--- src/rtl/tmr_pin_pkg.sv ---
package tmr_pin_pkg;

  typedef enum logic [2:0] {
    FUNC_OFF  = 3'd0,
    FUNC_ICAP = 3'd1,
    FUNC_OCMP = 3'd2,
    FUNC_PWM  = 3'd3,
    FUNC_GPIO = 3'd4
  } pin_func_e;

  // Field positions are software-visible
  localparam int unsigned FuncLsb  = 0;
  localparam int unsigned GpoLsb   = 4;
  localparam int unsigned IrqEnBit = 8;
  localparam int unsigned OdBit    = 9;
  localparam int unsigned EdgeLsb  = 16;
  localparam int unsigned FlagBit  = 0;
  localparam int unsigned LvlBit   = 8;
  localparam int unsigned MinDw    = EdgeLsb + 2;

  typedef struct packed {
    logic [1:0] edge_sel;
    logic       od;
    logic       irq_en;
    logic [1:0] gpo;
    logic [2:0] func;
  } mode_t;

endpackage

--- src/rtl/tmr_pin_sync.sv ---
module tmr_pin_sync #(
  parameter int unsigned STAGES = 2
) (
  input  logic clk_i,
  input  logic rst_ni,
  input  logic d_i,
  output logic q_o
);
  localparam int unsigned N = (STAGES < 2) ? 2 : STAGES;

  logic [N-1:0] chain_q;

  always_ff @(posedge clk_i or negedge rst_ni) begin
    if (!rst_ni) chain_q <= '0;
    else         chain_q <= {chain_q[N-2:0], d_i};
  end

  assign q_o = chain_q[N-1];
endmodule

--- src/rtl/tmr_pin_edge.sv ---
module tmr_pin_edge (
  input  logic       clk_i,
  input  logic       rst_ni,
  input  logic       lvl_i,
  input  logic [1:0] edge_sel_i,
  input  logic       clr_i,
  output logic       flag_o
);
  logic prev_q, rise, fall, evt;

  always_ff @(posedge clk_i or negedge rst_ni) begin
    if (!rst_ni) prev_q <= 1'b0;
    else         prev_q <= lvl_i;
  end

  assign rise = lvl_i & ~prev_q;
  assign fall = ~lvl_i & prev_q;
  assign evt  = (edge_sel_i[0] & rise) | (edge_sel_i[1] & fall);

  // a new edge wins over a simultaneous clear
  always_ff @(posedge clk_i or negedge rst_ni) begin
    if (!rst_ni)    flag_o <= 1'b0;
    else if (evt)   flag_o <= 1'b1;
    else if (clr_i) flag_o <= 1'b0;
  end

  AST_FLAG_NEEDS_EDGE: assert property (@(posedge clk_i) disable iff (!rst_ni)
    $rose(flag_o) |-> ($past(edge_sel_i) != 2'b00 && $past(rise | fall)));

  AST_FLAG_CLEAR: assert property (@(posedge clk_i) disable iff (!rst_ni)
    (clr_i && !rise && !fall) |=> !flag_o);
endmodule

--- src/rtl/tmr_pin_drive.sv ---
module tmr_pin_drive
  import tmr_pin_pkg::*;
(
  input  logic       clk_i,
  input  logic       rst_ni,
  input  logic [2:0] func_i,
  input  logic [1:0] gpo_i,
  input  logic       od_i,
  output logic       pin_o,
  output logic       oe_o
);
  logic gpio_out;

  assign gpio_out = (func_i == FUNC_GPIO) && gpo_i[1];

  always_comb begin
    pin_o = 1'b0;
    oe_o  = 1'b0;
    if (gpio_out) begin
      pin_o = gpo_i[0] & ~od_i;
      oe_o  = ~(gpo_i[0] & od_i);
    end
  end

  AST_OE_ONLY_GPIO: assert property (@(posedge clk_i) disable iff (!rst_ni)
    oe_o |-> (func_i == FUNC_GPIO && gpo_i[1]));

  AST_OD_NO_HIGH: assert property (@(posedge clk_i) disable iff (!rst_ni)
    (oe_o && od_i) |-> !pin_o);
endmodule

--- src/rtl/tmr_pin_ctrl.sv ---
module tmr_pin_ctrl
  import tmr_pin_pkg::*;
#(
  parameter int unsigned DW          = 32,
  parameter int unsigned SYNC_STAGES = 2
) (
  input  logic          clk_i,
  input  logic          rst_ni,
  input  logic          wr_en_i,
  input  logic          addr_i,
  input  logic [DW-1:0] wdata_i,
  output logic [DW-1:0] rdata_o,
  input  logic          pin_i,
  output logic          pin_o,
  output logic          pin_oe_o,
  output logic          irq_o
);
  localparam int unsigned W = (DW < MinDw) ? MinDw : DW;

  mode_t mode_q;
  logic  lvl, flag, clr;
  logic [W-1:0] wd;

  assign wd  = W'(wdata_i);
  assign clr = wr_en_i && addr_i && wd[FlagBit];

  always_ff @(posedge clk_i or negedge rst_ni) begin
    if (!rst_ni) begin
      mode_q <= '0;
    end else if (wr_en_i && !addr_i) begin
      mode_q.func     <= wd[FuncLsb +: 3];
      mode_q.gpo      <= wd[GpoLsb +: 2];
      mode_q.irq_en   <= wd[IrqEnBit];
      mode_q.od       <= wd[OdBit];
      mode_q.edge_sel <= wd[EdgeLsb +: 2];
    end
  end

  tmr_pin_sync #(.STAGES(SYNC_STAGES)) i_sync (
    .clk_i (clk_i),
    .rst_ni(rst_ni),
    .d_i   (pin_i),
    .q_o   (lvl)
  );

  tmr_pin_edge i_edge (
    .clk_i     (clk_i),
    .rst_ni    (rst_ni),
    .lvl_i     (lvl),
    .edge_sel_i(mode_q.edge_sel),
    .clr_i     (clr),
    .flag_o    (flag)
  );

  tmr_pin_drive i_drive (
    .clk_i (clk_i),
    .rst_ni(rst_ni),
    .func_i(mode_q.func),
    .gpo_i (mode_q.gpo),
    .od_i  (mode_q.od),
    .pin_o (pin_o),
    .oe_o  (pin_oe_o)
  );

  assign irq_o = flag & mode_q.irq_en;

  always_comb begin
    logic [W-1:0] rd;
    rd = '0;
    if (!addr_i) begin
      rd[FuncLsb +: 3]  = mode_q.func;
      rd[GpoLsb +: 2]   = mode_q.gpo;
      rd[IrqEnBit]      = mode_q.irq_en;
      rd[OdBit]         = mode_q.od;
      rd[EdgeLsb +: 2]  = mode_q.edge_sel;
    end else begin
      rd[FlagBit] = flag;
      rd[LvlBit]  = lvl;
    end
    rdata_o = rd[DW-1:0];
  end

  AST_IRQ_NEEDS_EN: assert property (@(posedge clk_i) disable iff (!rst_ni)
    irq_o |-> mode_q.irq_en);

  AST_RESET_QUIET: assert property (@(posedge clk_i)
    !rst_ni |-> (!irq_o && !pin_oe_o));
endmodule

--- config.mk ---
export PLATFORM = sky130hd
export DESIGN_NAME = tmr_pin_ctrl
export DESIGN_NICKNAME = d
export VERILOG_FILES = /design/src/rtl/tmr_pin_pkg.sv /design/src/rtl/tmr_pin_sync.sv /design/src/rtl/tmr_pin_edge.sv /design/src/rtl/tmr_pin_drive.sv /design/src/rtl/tmr_pin_ctrl.sv
export SDC_FILE = /design/constraint.sdc
export NUM_CORES = 1
export LEC_CHECK = 0
export BUFFER_PORTS_ARGS = -buffer_cell sky130_fd_sc_hd__buf_4
export CAP_MARGIN = 40
export CORE_ASPECT_RATIO = 1.4
export CORE_MARGIN = 2
export CORE_UTILIZATION = 36
export DETAILED_ROUTE_END_ITERATION = 10
export PLACE_DENSITY = 0.84
export SYNTH_ARGS = -nofsm -noshare
export SYNTH_HDL_FRONTEND = slang
export SYNTH_SLANG_ARGS = --single-unit
export TNS_END_PERCENT = 10
--- constraint.sdc ---
create_clock -name clk_i -period 1.1 [get_ports clk_i]
set_input_delay 0.055 -clock clk_i [delete_from_list [all_inputs] [get_ports clk_i]]
set_output_delay 0.055 -clock clk_i [all_outputs]
set_load 0.01 [all_outputs]
## Word-level counts from Yosys, hierarchy flattened

Index checks and enable logic that the tools add are counted.

- Add/sub/neg operators: 0
- Multiply operators: 0
- Divide/modulo/power cells: 0
- Order comparisons: 0
- Equality and inequality tests: 1
- Shift operators: 0
- Muxes and demuxes: 10
- Bitwise operators: 12
- Reductions and logical operators: 6

Operators by type and width:

| operator | count |
|---|---|
| $and 1x1->1 | 7 |
| $mux 1 | 7 |
| $mux 2 | 3 |
| $logic_and 1x1->1 | 4 |
| $not 1->1 | 4 |
| $eq 3x3->1 const B | 1 |
| $reduce_bool 2->1 | 1 |
| $logic_not 1->1 | 1 |
| $or 1x1->1 | 1 |

- Register bits: 13
- Latch bits: 0
- Memory bits (writable): 0
- Bits in read-only memories: 0
- Bits of input ports: 37
- Output and inout port bits: 35
- Word-level logic and storage cells: 37
- Memories kept: 0

## Depth between registers and ports, before layout

- Depth after elaboration: 5
- Mapped depth: 3
- Depth with buffers taken out: 2

## Hierarchy

Synthesis repeated with hierarchy kept, for this count alone.

- Cell total of the unflattened synthesis: 67
- Area, all modules: 799.5 um^2

By module, submodules not included:

| module | times used | cells an instance | area each (um^2) |
|---|---|---|---|
| tmr_pin_ctrl | 1 | 56 | 640.6 |
| tmr_pin_edge | 1 | 6 | 80.1 |
| tmr_pin_sync | 1 | 2 | 50.0 |
| tmr_pin_drive | 1 | 3 | 28.8 |

## Worst setup path before layout

OpenSTA, ideal clock, no wires.

- Path type: register to output
- Start: register mode_q[0] in the netlist's numbering
- End: output pin_o
- Arrival: 0.905 ns
- Path slack: 0.140 ns
- Stages on the path, launching flop included: 3
- Path buffers: 0
- Cells stage by stage: dfrtp_1 > nand4bb_1 > nor3b_1

- Word-level cells in the longest chain between the ends: 3

Ends and longest elaborated chain:

| element | RTL line | source |
|---|---|---|
| start, declared | tmr_pin_ctrl.sv:20 | `mode_t mode_q;` |
| $eq 3x3->1 | tmr_pin_drive.sv:14 | `assign gpio_out = (func_i == FUNC_GPIO) && gpo_i[1];` |
| $logic_and 1x1->1 | tmr_pin_drive.sv:14 |  |
| $mux 1 | tmr_pin_drive.sv:19 | `if (gpio_out) begin` |
| end, declared | tmr_pin_ctrl.sv:14 | `output logic pin_o,` |

Every way passes these cells.

## Worst setup path in the final report

Ends and elaborated chain as after synthesis.

==> metrics.yaml <==
setup_violations: 5
dr.pass1.iters: 2
criticalPathCategory: "reg -> out"
seq_area_frac_synth: 0.413
hpwlAfterDp_um: 1080
totalWireLength_um: 1440
finalCritPeriodShare: 1.18
ir_worst_vdd_mv: 0.736
powerDensity_mw_per_mm2: 1230
netlist_instances: 66
holdPathStages: 2
ys_top_cells_by_count: "24 x buf_4, 13 x dfrtp_1, 9 x mux2_4, 9 x nor2b_1, 2 x mux2_2"
status: "finished, violations left"
hp-start: "wdata_i[9]"
clock.fmax_mhz: 769
grt_overflow: 0
place.gp.congestion: 0.739
grt_max_degree: 14
grt_usage: 0.123
worstPathRequired_ns: 1.04
clock-sinks: 13
syn_avg_cell_area_um2: 11.9
netlist_area_um2: 788
finClkSkew_ns: 0.000189
synth-seq-cells: 13
reg2reg_from: "i_sync.chain_q[1]$_DFF_PN0_"
clkLatencyLatePin_ns: 0.28
synth-adder-area-share: 0
io_buffers: 25
placementRows: 20
path_max_fanout: 2
start_kind: "register"
synthArstFlopShare: 1.00
synthTopCellsByArea: "dfrtp_1 41%, buf_4 23%, mux2_4 17%"
layout_min_cycle_time_ns: 1.30
antenna_found_initial: 0
route.detailed.drc: 0
wire_per_inst_um: 11.5
die_w_um: 43.5
syn_to_final_growth_pct: 33.3
reg2reg_slack_ns: 0.11
core-area_mm2: 0.00213
ys_types: 14
rsz0062_at_grt: "yes"
synth-simple-area-share: 0.121
grt_first_pass_wirelength_um: 2370
first_iter_violations: 2
grt_pass1_vias: 509
nets: 141
hold_viol: 0
setup_ws_ns: -0.201
maxCapViolations: 0
p_leak_nw: 0.536
ios: 72
synth_top_cell_area_share: 0.413
cts_tree: "built"
clk_path_buf_depth: 2
synth_top_family_by_area: "buffers and inverters"
drv_slew: 0
violations: "negative setup slack"
drive_above_1_share: 0.447
die_y_um: 59.4
crit_path_start: "mode_q[0]$_DFFE_PN0P_"
yosysWarnings: 0
root_buffer: "clkbuf_4"
yosysMostFrequentCell: "buf_4"
start_util: 0.371
arrival_ns: 1.25
whs_ns: 0.00745
synth_edf_count: 0
synthXorXnorAreaFrac: 0
place_area_um2: 910
ant_nets: 0
synthMuxAreaShare: 0.200
h-tree-depth: 1
design_area_mm2: 0.00105
holdCritPathClass: "in -> reg"
synth_ff_type: "dfrtp_1"
synth_compound_area_frac: 0.0190
crit_path_end_kind: "output port"
path_clk_slew_ns: 0.08
r2r_end: "i_edge.flag_o$_DFFE_PN0P_"
vias: 515
numCtsBuffers: 3
antenna_cells: 0
synth_top_area_cell: "dfrtp_1"
hold_path_end: "mode_q[6]$_DFFE_PN0P_"
die_area_mm2: 0.00259
via_per_inst: 4.12
worstRegToRegCells: 2
## how the worst max path moves through the flow
stage | slack, ns | endpoint | cells past startpoint
floorplan | 0.14 | pin_o | 2
global placement | 0.07 | pin_o | 3
detailed placement | -0.02 | pin_o | 3
CTS | -0.21 | pin_o | 3
global route | -0.25 | pin_o | 3
finish | -0.20 | pin_o | 3
## layer usage
layer | part of all wire | GRT usage | routed length (µm)
met5 | 0 | 0 | 0
met4 | 0.0098 | 0.0519 | 14
met3 | 0.071 | 0.0183 | 102
met2 | 0.51 | 0.208 | 728
met1 | 0.41 | 0.152 | 589
## placed cells by master (no fill, tap or decap), types with 2 or more instances in the layout
master,count
buf_4,27
nor2b_1,9
dfrtp_1,13
conb_1,23
dlygate4sd3_1,7
mux2_4,9
buf_6,2
clkbuf_4,3
mux2_2,2
## final cells by class
type	count	area, µm²
clock buffer	3	22.5
clock inverter	1	5.00
fill	198	1080
multi-input combinational	50	375
sequential	13	325
tap	22	27.5
timing repair buffer	36	295
## critical path, cell delays in order (launching register included)
cell and delay, ns:
dfrtp_1 0.39, nand4bb_4 0.24, nor3b_2 0.19, buf_4 0.15
## timing repair
item / 4_1_cts / 5_1_grt
buffers inserted: 2 / 0
setup endpoints to repair: 4 / 5
hold buffers: 7 / 0
gates resized for setup: 3 / 1
pin swaps: 1 / 0
hold endpoints to repair: 19 / 0
## sequential cells by signal, indices dropped and copies added, names as in the netlist
name and cells:
i_edge.prev_q 1, mode_q 9, i_sync.chain_q 2, i_edge.flag_o 1
## logic make-up after synthesis
kind of cell,Yosys count
AO/OA/AOI/OAI,2
buffers and inverters,25
flip-flops,13
multiplexers,11
other,1
AND/OR/NAND/NOR,14
## where the power goes
| group | total [mW] | switching [mW] | leakage (nW) | internal (mW) |
|---|---|---|---|---|
| combinational | 0.404 | 0.153 | 0.368 | 0.251 |
| sequential | 0.595 | 0.0557 | 0.151 | 0.540 |
| clock | 0.296 | 0.161 | 0.0177 | 0.135 |
| total | 1.30 | 0.370 | 0.536 | 0.925 |
## stage by stage
stage,util,cells,worst slack (ns),setup TNS [ns],power (mW)
2_1_floorplan,-,88,0.140,0,0.855
6_report,0.494,125,-0.201,-0.564,1.30
3_5_place_dp,0.428,112,-0.0204,-0.0204,0.944
4_1_cts,0.492,125,-0.215,-0.622,1.31
5_1_grt,0.494,125,-0.254,-0.819,1.37
3_3_place_gp,0.428,112,0.0662,0,0.929
Power figures use the tool's default switching activity.
